<file path="config.mk">
export PLATFORM = sky130hd
export DESIGN_NAME = rotary_decoder
export DESIGN_NICKNAME = d
export VERILOG_FILES = /design/src/rtl/rotenc_pkg.sv /design/src/rtl/pin_sync2.sv /design/src/rtl/bounce_filter.sv /design/src/rtl/detent_fsm.sv /design/src/rtl/rotary_decoder.sv
export SDC_FILE = /design/constraint.sdc
export NUM_CORES = 1
export LEC_CHECK = 0
export ABC_CLOCK_PERIOD_IN_PS = 2000
export BUFFER_PORTS_ARGS = -buffer_cell sky130_fd_sc_hd__buf_2
export CORE_ASPECT_RATIO = 0.9
export CORE_MARGIN = 4
export CORE_UTILIZATION = 55
export CTS_CLUSTER_DIAMETER = 80
export DETAILED_ROUTE_END_ITERATION = 8
export GPL_TIMING_DRIVEN = 0
export PLACE_DENSITY = 0.68
export SYNTH_ARGS = -nofsm -noshare
export SYNTH_HDL_FRONTEND = slang
export SYNTH_SLANG_ARGS = --single-unit
</file>
<file path="constraint.sdc">
create_clock -name clk -period 2 [get_ports clk]
set_clock_uncertainty 0.05 [all_clocks]
set_input_delay 0.3 -clock clk [delete_from_list [all_inputs] [get_ports clk]]
set_output_delay 0.3 -clock clk [all_outputs]
set_load 0.02 [all_outputs]
</file>
<file path="src/rtl/rotenc_pkg.sv">
package rotenc_pkg;

    typedef enum logic [2:0] {
        ST_REST   = 3'd0,
        ST_LEAD_A = 3'd1,
        ST_LEAD_B = 3'd2,
        ST_BOTH_A = 3'd3,
        ST_BOTH_B = 3'd4,
        ST_TAIL_A = 3'd5,
        ST_TAIL_B = 3'd6,
        ST_LOST   = 3'd7
    } dec_state_t;

    // Contact pair {A,B}; 0 means the contact is closed
    localparam logic [1:0] PAIR_OPEN   = 2'b11;
    localparam logic [1:0] PAIR_SHUT   = 2'b00;
    localparam logic [1:0] PAIR_A_SHUT = 2'b01;
    localparam logic [1:0] PAIR_B_SHUT = 2'b10;

    localparam int PIN_A    = 0;
    localparam int PIN_B    = 1;
    localparam int PIN_PUSH = 2;
    localparam int NUM_PINS = 3;

endpackage

</file>
<file path="src/rtl/pin_sync2.sv">
module pin_sync2 #(
    parameter int WIDTH = 3,
    parameter logic [WIDTH-1:0] INIT = '0
) (
    input  logic             clk,
    input  logic             rst_n,
    input  logic [WIDTH-1:0] d,
    output logic [WIDTH-1:0] q
);

    logic [WIDTH-1:0] meta_q;
    logic [WIDTH-1:0] sync_q;

    always_ff @(posedge clk) begin
        if (!rst_n) begin
            meta_q <= INIT;
            sync_q <= INIT;
        end else begin
            meta_q <= d;
            sync_q <= meta_q;
        end
    end

    assign q = sync_q;

endmodule

</file>
<file path="src/rtl/bounce_filter.sv">
module bounce_filter #(
    parameter int   LIMIT     = 250000,
    parameter logic RESET_LVL = 1'b0
) (
    input  logic clk,
    input  logic rst_n,
    input  logic din,
    output logic level,
    output logic rose
);

    localparam int CW = (LIMIT < 2) ? 1 : $clog2(LIMIT + 1);
    localparam logic [CW-1:0] LAST = CW'(LIMIT - 1);

    logic [CW-1:0] cnt_q;
    logic          level_q;
    logic          rose_q;
    logic          differs;

    assign differs = (din != level_q);

    always_ff @(posedge clk) begin
        if (!rst_n) begin
            cnt_q   <= '0;
            level_q <= RESET_LVL;
            rose_q  <= 1'b0;
        end else begin
            rose_q <= 1'b0;
            if (!differs) begin
                cnt_q <= '0;
            end else if (cnt_q == LAST) begin
                cnt_q   <= '0;
                level_q <= din;
                rose_q  <= din;
            end else begin
                cnt_q <= cnt_q + 1'b1;
            end
        end
    end

    assign level = level_q;
    assign rose  = rose_q;

endmodule

</file>
<file path="src/rtl/detent_fsm.sv">
module detent_fsm
    import rotenc_pkg::*;
(
    input  logic clk,
    input  logic rst_n,
    input  logic lvl_a,
    input  logic lvl_b,
    output logic step,
    output logic dir
);

    dec_state_t state_q, state_d;
    logic [1:0] pair;
    logic [1:0] prev_q;
    logic       jump;
    logic       fire;
    logic       fire_dir;
    logic       step_q;
    logic       dir_q;

    assign pair = {lvl_a, lvl_b};
    assign jump = ((pair ^ prev_q) == 2'b11);

    always_comb begin
        state_d  = state_q;
        fire     = 1'b0;
        fire_dir = 1'b0;
        unique case (state_q)
            ST_REST: begin
                if (jump)                     state_d = ST_LOST;
                else if (pair == PAIR_A_SHUT) state_d = ST_LEAD_A;
                else if (pair == PAIR_B_SHUT) state_d = ST_LEAD_B;
            end
            ST_LEAD_A: begin
                if (jump)                     state_d = ST_LOST;
                else if (pair == PAIR_OPEN)   state_d = ST_REST;
                else if (pair == PAIR_SHUT)   state_d = ST_BOTH_A;
            end
            ST_LEAD_B: begin
                if (jump)                     state_d = ST_LOST;
                else if (pair == PAIR_OPEN)   state_d = ST_REST;
                else if (pair == PAIR_SHUT)   state_d = ST_BOTH_B;
            end
            ST_BOTH_A: begin
                if (jump)                     state_d = ST_REST;
                else if (pair != PAIR_SHUT)   state_d = ST_TAIL_A;
            end
            ST_BOTH_B: begin
                if (jump)                     state_d = ST_REST;
                else if (pair != PAIR_SHUT)   state_d = ST_TAIL_B;
            end
            ST_TAIL_A: begin
                if (jump)                     state_d = ST_LOST;
                else if (pair == PAIR_SHUT)   state_d = ST_BOTH_A;
                else if (pair == PAIR_OPEN) begin
                    state_d  = ST_REST;
                    fire     = 1'b1;
                    fire_dir = 1'b1;
                end
            end
            ST_TAIL_B: begin
                if (jump)                     state_d = ST_LOST;
                else if (pair == PAIR_SHUT)   state_d = ST_BOTH_B;
                else if (pair == PAIR_OPEN) begin
                    state_d  = ST_REST;
                    fire     = 1'b1;
                    fire_dir = 1'b0;
                end
            end
            ST_LOST: begin
                if (pair == PAIR_OPEN)        state_d = ST_REST;
            end
            default:                          state_d = ST_REST;
        endcase
    end

    // State register
    always_ff @(posedge clk) begin
        if (!rst_n) begin
            state_q <= ST_REST;
            prev_q  <= PAIR_OPEN;
        end else begin
            state_q <= state_d;
            prev_q  <= pair;
        end
    end

    // Output register
    always_ff @(posedge clk) begin
        if (!rst_n) begin
            step_q <= 1'b0;
            dir_q  <= 1'b0;
        end else begin
            step_q <= fire;
            if (fire) dir_q <= fire_dir;
        end
    end

    assign step = step_q;
    assign dir  = dir_q;

endmodule

</file>
<file path="src/rtl/rotary_decoder.sv">
module rotary_decoder
    import rotenc_pkg::*;
#(
    parameter int DEBOUNCE_CYCLES = 250000
) (
    input  logic clk,
    input  logic rst_n,
    input  logic raw_a,
    input  logic raw_b,
    input  logic raw_push,
    output logic step,
    output logic dir,
    output logic press,
    output logic held
);

    // Contacts rest open (high), push rests released (low)
    localparam logic [NUM_PINS-1:0] RST_LVL = 3'b011;

    logic [NUM_PINS-1:0] raw_vec;
    logic [NUM_PINS-1:0] sync_vec;
    logic [NUM_PINS-1:0] lvl_vec;
    logic [NUM_PINS-1:0] rise_vec;
    logic                deb_a;
    logic                deb_b;

    assign raw_vec = {raw_push, raw_b, raw_a};

    pin_sync2 #(
        .WIDTH (NUM_PINS),
        .INIT  (RST_LVL)
    ) u_sync (
        .clk   (clk),
        .rst_n (rst_n),
        .d     (raw_vec),
        .q     (sync_vec)
    );

    for (genvar i = 0; i < NUM_PINS; i++) begin : g_filt
        bounce_filter #(
            .LIMIT     (DEBOUNCE_CYCLES),
            .RESET_LVL (RST_LVL[i])
        ) u_filt (
            .clk   (clk),
            .rst_n (rst_n),
            .din   (sync_vec[i]),
            .level (lvl_vec[i]),
            .rose  (rise_vec[i])
        );
    end

    assign deb_a = lvl_vec[PIN_A];
    assign deb_b = lvl_vec[PIN_B];

    detent_fsm u_fsm (
        .clk   (clk),
        .rst_n (rst_n),
        .lvl_a (deb_a),
        .lvl_b (deb_b),
        .step  (step),
        .dir   (dir)
    );

    assign held  = lvl_vec[PIN_PUSH];
    assign press = rise_vec[PIN_PUSH];

endmodule

</file>
-- Word-level counts from Yosys, hierarchy flattened
Index checks and enable logic that the tools add are counted.
Widths: inputs -> output; s select.
- equal/unequal tests: 22
- reductions and logical operators: 12
- bitwise logic cells: 5
- $add $sub $neg: 3
- mux-type cells: 24
- operators by type and width (cell ; count):
    $add 18x1->18 const B ; 3
    $eq 18x18->1 const B ; 3
    $mux 3 ; 18
    $pmux 3 s8 ; 1
    $eq 3x3->1 const B ; 4
    $ne 4x1->1 const B ; 3
    $reduce_or 3->1 ; 3
    $eq 2x2->1 const B ; 3
    $eq 3x2->1 const B ; 2
    $ne 3x1->1 const B ; 2
    $reduce_and 2->1 ; 3
    $mux 1 ; 5
    $reduce_and 5->1 ; 1
    $not 1->1 ; 4
    $eq 3x1->1 const B ; 1
    $logic_not 3->1 ; 1
    $ne 1x1->1 ; 3
    $reduce_and 3->1 ; 1
    $eq 2x1->1 const B ; 1
    $logic_not 2->1 ; 1
    $reduce_bool 2->1 ; 1
    $reduce_or 2->1 ; 1
    $xor 2x2->2 ; 1
- flip-flop bits (word level): 71
- input port bits: 5
- word-level logic and storage cells: 79

-- Longest topological paths before layout
Gate-level depths: netlist (run 1).
- depth in word-level cells: 5
- depth in mapped cells: 7

-- Modules after synthesis
From an unflattened synthesis (run 1), not the netlist that was laid out.
- cells, all modules: 400
- area, all modules: 3564.7 um^2
- by module, submodules not included (module ; cells an instance ; instances ; area an instance (um^2)):
    bounce_filter at g_filt[0].u_filt ... ; 105 ; 2 ; 939.7
    bounce_filter at g_filt[2].u_filt ; 103 ; 1 ; 954.7
    detent_fsm ; 75 ; 1 ; 573.0
    pin_sync2 ; 12 ; 1 ; 157.7

-- Worst setup path before layout (run 1)
Ideal clock, no wire load.
- path kind: register to register
- from: register g_filt[0].u_filt.cnt_q[0]
- to: register g_filt[0].u_filt.cnt_q[13]
- path buffers: 2
- data required time: 1836 ps
- data arrival time: 1480 ps
- slack: 356 ps
- period minus slack after synthesis: 1644 ps
- stages on the path, launching flop included: 8
- path through: dfxtp_1 -> ha_1 -> nand3_1 -> nor4_2 -> or2_1 -> buf_2 -> buf_4 -> nor2_1
- cells in the longest elaborated chain, start to end: 2
- elaborated cells between the ends (all ways): 3
- classes of those cells: add/sub (1); eq/ne (1); reduce/logical (1)
- RTL lines (item ; line ; source):
    from (decl) ; bounce_filter.sv:15 ; logic [CW-1:0] cnt_q;
    from (signal assigned) ; bounce_filter.sv:36 ; cnt_q <= cnt_q + 1'b1;
    branches (longest 2 deep; another with $add 18x1->18) ; - ;
Parallel ways; which one is timed is not known.
A chain may end at the register's enable or synchronous reset.

-- Worst setup path after layout (run 1)
- from: register g_filt[0].u_filt.cnt_q[13]
- to: register g_filt[0].u_filt.cnt_q[13]
The elaborated chain is that of the path after synthesis.

==> results of run 1 <==
==> registers in the layout (all words and copies together), names as in the netlist <==
name,count
g_filt.u_filt.rose,1
u_fsm.prev_q,2
u_sync.q,3
g_filt.u_filt.cnt_q,54
g_filt.u_filt.level,3
u_fsm.dir,1
u_fsm.step,1
u_sync.meta_q,3
u_fsm.state_q,3
==> layout by cell type (no fill, tap or decap), types with 3 or more instances in the layout <==
cell type  synthesis  routed
dfxtp_1           71      71
nor2_1            67      66
nand2_1           37      37
xor2_1            35      35
nand3_1           25      24
xnor2_1           17      17
buf_2              7      14
clkbuf_8           0      10
nand4_1            9       9
nand2b_1           7       7
o21ai_0            7       7
a21oi_1            7       7
and3_1             7       7
clkbuf_1           5       6
nor4_1             6       6
inv_1              6       6
and4_1             5       5
and2_1             5       5
nor3_1             5       5
nor2b_1            5       5
buf_4              3       4
nor4b_1            5       4
mux2i_1            4       4
or3_1              4       4
a31oi_1            3       3
ha_1               3       3
==> routing by layer <==
layer  share of wire, %  global-route usage, %  wire length [um]
met4                1.2                   5.44                66
met1                 49                   24.2              2760
met2                 45                   27.4              2500
met3                5.2                   6.46               295
met5                  0                      0                 0
==> stage by stage <==
step                cells  setup TNS, ns
floorplan             374              0
global placement      452              0
detailed placement    452              0
CTS                   465              0
global route          466       -0.00934
finish                466              0
==> cells in the mapped netlist, types with 4 or more instances <==
master | count | area [um2]
nand4_1 | 9 | 56.3
nor4b_1 | 5 | 43.8
nand2b_1 | 7 | 43.8
nor2_1 | 67 | 251
or3_1 | 4 | 25.0
nand2_1 | 37 | 139
nor4_1 | 6 | 37.5
nor2b_1 | 5 | 31.3
xor2_1 | 35 | 307
a21oi_1 | 7 | 35.0
nor3_1 | 5 | 25.0
and3_1 | 7 | 43.8
buf_2 | 7 | 35.0
mux2i_1 | 4 | 40.0
o21ai_0 | 7 | 35.0
and2_1 | 5 | 31.3
and4_1 | 5 | 43.8
nand3_1 | 25 | 125
dfxtp_1 | 71 | 1420
xnor2_1 | 17 | 149
clkbuf_1 | 5 | 18.8
inv_1 | 6 | 22.5
==> final timing paths <==
path / startpoint / slack, ns / depth (start not counted) / end
worst max-delay path: g_filt[0].u_filt.cnt_q[13]$_SDFF_PP0_ / 0.18 / 7 / g_filt[0].u_filt.cnt_q[13]$_SDFF_PP0_
worst min-delay path: raw_b / 0.09 / 2 / u_sync.meta_q[1]$_SDFF_PN1_
worst max register to register: g_filt[0].u_filt.cnt_q[13]$_SDFF_PP0_ / 0.18 / 7 / g_filt[0].u_filt.cnt_q[13]$_SDFF_PP0_
worst min register to register: u_sync.meta_q[1]$_SDFF_PN1_ / 0.35 / 1 / u_sync.q[1]$_SDFF_PN1_
==> cell families after synthesis <==
| kind of cell | Yosys count | synth area share [%] |
|---|---|---|
| mux | 4 | 1.25 |
| flops | 71 | 44.3 |
| buf+inv | 21 | 3.08 |
| fa+ha+maj | 3 | 1.17 |
| simple gates | 195 | 30.3 |
| xor+xnor | 52 | 14.2 |
| compound gates | 28 | 5.69 |
==> power groups by stage <==
stage / logic [uW] / registers, uW / clock network, uW
floorplan: 88.5 / 1460 / 0
global placement: 113 / 1460 / 0
detailed placement: 114 / 1460 / 0
CTS: 114 / 1430 / 962
global route: 129 / 1430 / 1040
finish: 116 / 1430 / 932
==> critical path, cell delays in order, from the launching register on <==
cell,delay (ns)
dfxtp_1,0.37
nor4b_2,0.28
nand2_1,0.12
nor4_4,0.31
or2_1,0.13
buf_2,0.18
buf_4,0.20
nor2_1,0.06
==> area by class of cell <==
class / count / area [um2]
inverter: 6 / 22.5
multi-input combinational: 282 / 1730
buffer: 15 / 78.8
clock inverter: 2 / 10.0
sequential: 71 / 1420
fill: 531 / 2120
tap: 70 / 87.6
clock buffer: 11 / 141
timing repair buffer: 9 / 47.5
==> what timing repair did <==
action / in CTS / in global routing
endpoints found under the setup margin: 0 / 30
gates resized for setup: 0 / 7
setup buffers: 0 / 1
==> impl_metrics.json, run 1 <==
{
  "diodes": 0,
  "max_freq_ghz": 0.549,
  "drtAntennaViolNets": 0,
  "netlist_area_um2": 3210,
  "required_ns": 2.18,
  "grt_max_degree": 11,
  "total_power_uw": 2480,
  "core-area_um2": 5660,
  "synthFlopType": "dfxtp_1",
  "ir_drop_mv": 0.572,
  "slew-limit-headroom_pct": 67.7,
  "clock-sinks": 71,
  "post-place-ws_ns": 0.0725,
  "cp_max_fo": 10,
  "synthArstFlopShare_pct": 0,
  "track_usage_pct": 18.1,
  "areaGrowthSynthToFinish_pct": 10.2,
  "power_density_nw_per_um2": 701,
  "hpwl_um": 3980,
  "period_share_pct": 91.1,
  "start_util_pct": 56.7,
  "intPower_uw": 1930,
  "drtPass1Iterations": 5,
  "hold_slack_ns": 0.0941,
  "worstMarginPinSlew_ns": 0.485,
  "min_period_ns": 1.82,
  "ys.warnings.count": 0,
  "final-max-slew-violation-count": 0,
  "hold_buffers": 0,
  "clkPwrFrac_pct": 37.6,
  "grt_pass1_vias": 2277,
  "drv_cap": 0,
  "vias": 2470,
  "antenna_found_initial": 0,
  "avgSynthCellArea_um2": 8.58,
  "die_y_um": 80.5,
  "cts_tree": "done",
  "drt-total-wl_um": 5620,
  "finalHoldViolations": 0,
  "comb_power_share_pct": 4.7,
  "cp-start-kind": "flop",
  "clk_transition_reported_paths_ns": 0.07,
  "cts-root-buf": "clkbuf_8",
  "synth_cell_types": 39,
  "die_area_um2": 7120,
  "final_util_pct": 62.5,
  "power.leakage_uw": 0.00121,
  "worstSetupPathType": "reg2reg",
  "synth_cells": 374,
  "syn-num-nets": 382,
  "cts_made_buffers": 9,
  "wl_per_cell_um": 12.1,
  "synth_edf_count": 0,
  "vias_per_cell": 5.30,
  "outcome": "completed",
  "clockBufferDepth": 2,
  "globalplace.congestion": 0.886,
  "hold_path_class": "in2reg",
  "seqPwrFrac_pct": 57.7,
  "row_count": 26,
  "drtIter0Drc": 89,
  "worst_slack_ns": 0.177,
  "num_io_pins": 9,
  "drc": 0,
  "switching_share_pct": 22.1,
  "p_switching_uw": 547,
  "stdcell_area_um2": 3540,
  "ys_seq_elements": 71,
  "drive_gt1_share_pct": 10.1,
  "overflow": 0,
  "die_w_um": 88.5,
  "yosysSeqAreaShare_pct": 44.3,
  "dpl_cell_area_um2": 3340,
  "finalSetupViolCount": 0,
  "grt_first_pass_wirelength_um": 10100,
  "cp.arrival_ns": 2.00,
  "nNetsFinal": 402,
  "port_buffers": 8,
  "htreeDepth": 3,
  "clock_latency_ns": 0.33,
  "crit_path_end_kind": "flop"
}
No activity file was read; power rests on OpenSTA's default activity.
==> run 2, diff against run 1 <==
--- a/config.mk
+++ b/config.mk
@@ -7,13 +7,16 @@
 export LEC_CHECK = 0
 export ABC_CLOCK_PERIOD_IN_PS = 2000
 export BUFFER_PORTS_ARGS = -buffer_cell sky130_fd_sc_hd__buf_2
+export CELL_PAD_IN_SITES_DETAIL_PLACEMENT = 0
+export CELL_PAD_IN_SITES_GLOBAL_PLACEMENT = 1
 export CORE_ASPECT_RATIO = 0.9
 export CORE_MARGIN = 4
-export CORE_UTILIZATION = 55
+export CORE_UTILIZATION = 48
 export CTS_CLUSTER_DIAMETER = 80
 export DETAILED_ROUTE_END_ITERATION = 8
 export GPL_TIMING_DRIVEN = 0
-export PLACE_DENSITY = 0.68
+export PLACE_DENSITY = 0.75
 export SYNTH_ARGS = -nofsm -noshare
 export SYNTH_HDL_FRONTEND = slang
+export SYNTH_HIERARCHICAL = 1
 export SYNTH_SLANG_ARGS = --single-unit
==> impl_metrics.json, run 2 <==
{
  "start_util_pct": 49.5,
  "crit_path_end_kind": "flop",
  "diodes": 0,
  "cts-root-buf": "clkbuf_8",
  "drtIter0Drc": 103,
  "outcome": "complete, but fails checks",
  "num_io_pins": 9,
  "stdcell_area_um2": 3980,
  "path_buf_inv": 2,
  "globalplace.congestion": 0.810,
  "required_ns": 2.19,
  "cp_max_fo": 7,
  "power.leakage_uw": 0.00130,
  "wl_per_cell_um": 13.0,
  "syn-num-nets": 402,
  "grt_max_degree": 21,
  "core-area_um2": 7080,
  "final-max-slew-violation-count": 0,
  "dpl_cell_area_um2": 3670,
  "drc": 0,
  "cp-start-kind": "flop",
  "clk_transition_reported_paths_ns": 0.07,
  "antenna_found_initial": 0,
  "switching_share_pct": 20.8,
  "clock-sinks": 71,
  "overflow": 0,
  "finalHoldViolations": 0,
  "die_w_um": 98.1,
  "top_register": "g_filt.u_filt/cnt_q",
  "die_y_um": 89.1,
  "die_area_um2": 8730,
  "worstSetupPathType": "reg2reg",
  "comb_power_share_pct": 2.0,
  "hpwl_um": 4540,
  "slowest_stage": "or4_4",
  "grt_pass1_vias": 2604,
  "vias_per_cell": 5.30,
  "rsz0062_at_grt": "yes",
  "reg2reg_slack_ns": -0.1,
  "intPower_uw": 1950,
  "cts_tree": "done",
  "ys.warnings.count": 6,
  "power_density_nw_per_um2": 617,
  "htreeDepth": 3,
  "finalSetupViolCount": 18,
  "largest_reg_flops": 54,
  "period_share_pct": 105,
  "row_count": 29,
  "vias": 2767,
  "clockBufferDepth": 2,
  "cp_common_cell": "or4_4",
  "port_buffers": 8,
  "p_switching_uw": 511,
  "slew-limit-headroom_pct": 68.8,
  "netlist_area_um2": 3500,
  "final_common_cell": "dfxtp_1",
  "nNetsFinal": 434,
  "drv_cap": 0,
  "areaGrowthSynthToFinish_pct": 13.7,
  "place_inst": 495,
  "seqPwrFrac_pct": 58.0,
  "clkPwrFrac_pct": 40.0,
  "hold_path_class": "in2reg",
  "synth_cells": 394,
  "min_period_ns": 2.10,
  "final_util_pct": 56.3,
  "cp_top_family": "simple AND/OR/NAND/NOR gates",
  "avgSynthCellArea_um2": 8.89,
  "clock_latency_ns": 0.34,
  "cts_made_buffers": 9,
  "final_cells": 522,
  "drtPass1Iterations": 4,
  "drive_gt1_share_pct": 17.7,
  "violations": "negative setup slack",
  "worstMarginPinSlew_ns": 0.464,
  "drtAntennaViolNets": 0,
  "fin_setup_tns_ns": -1.40,
  "cp.arrival_ns": 2.28,
  "drt-total-wl_um": 6770,
  "fill_cells": 650,
  "cp_cell_sequence": "or4_4, or4_4, o211ai_4, buf_12, clkbuf_16, nor2_2",
  "layout_common_cells": "69 x dfxtp_1, 49 x nor2_1, 36 x xnor2_1",
  "cpPeakStageDelay_ns": 0.55,
  "track_usage_pct": 16.8,
  "grt_first_pass_wirelength_um": 11900,
  "worst_slack_ns": -0.0986,
  "max_freq_ghz": 0.477,
  "ir_drop_mv": 0.394
}
-- run 2: changes by cell type in the layout (fill, tap and decap cells not counted), sizes merged, moves of 6 or more --
cell,delta
nand2,-15
buf,+12
xnor2,+19
inv,+6
nand4,+8
xor2,-23
or4,+7
nor4,+11
-- run 2: path summary, 6_finish.rpt --
path / startpoint / endpoint / cells past startpoint
min reg2reg: u_sync/meta_q[0]$_SDFF_PN1_ / u_sync/q[0]$_SDFF_PN1_ / 1
max reg2reg: g_filt[2].u_filt/cnt_q[5]$_SDFF_PP0_ / g_filt[2].u_filt/cnt_q[11]$_SDFF_PP0_ / 6
max: g_filt[2].u_filt/cnt_q[5]$_SDFF_PP0_ / g_filt[2].u_filt/cnt_q[11]$_SDFF_PP0_ / 6
min: raw_a / u_sync/meta_q[0]$_SDFF_PN1_ / 2
-- run 2: per-layer routing --
layer / share of wire (%) / GRT usage [%] / vias up
met3: 3.0 / 4.99 / 9
met2: 46 / 27.4 / 25
met4: 1.1 / 5.41 / 0
li1: - / - / 1460
met5: 0 / 0 / -
met1: 49 / 21.5 / 1273
-- run 2: timing repair --
item                                    4_1_cts  5_1_grt
endpoints found under the hold margin         0        0
endpoints found under the setup margin       18       20
hold buffers                                  0        0
resized for setup                             3        3
pin swaps                                     2        4
buffers inserted                              6        6
gates cloned                                  0        1
-- run 2: power groups by stage --
stage          Combinational, uW  Sequential, uW  Clock, uW
6_report                    50.3            1430        982
5_1_grt                     56.1            1430       1090
4_1_cts                     45.6            1430       1030
3_5_place_dp                42.1            1460          0
3_3_place_gp                41.3            1460          0
2_1_floorplan               25.4            1460          0
-- run 2: metrics by stage --
step	worst slack [ns]	hold WS [ns]	total power, uW
6_report	-0.0986	0.0846	2460
5_1_grt	-0.134	0.0762	2570
4_1_cts	-0.146	0.0657	2510
3_5_place_dp	-0.211	0.351	1500
3_3_place_gp	-0.201	0.342	1500
2_1_floorplan	-0.0338	0.322	1480
-- run 2: area by class of cell --
cell class              count  area (um2)  share of cell area [%]
inverters                  12        45.0                    1.13
flip-flops and latches     71        1430                    35.8
well taps                  93         116                    2.92
clock buffers              13         159                    3.99
plain buffers              14         129                    3.23
clock inverters             1        5.00                   0.126
repair buffers             21         171                    4.30
multi-input cells         297        1930                    48.5
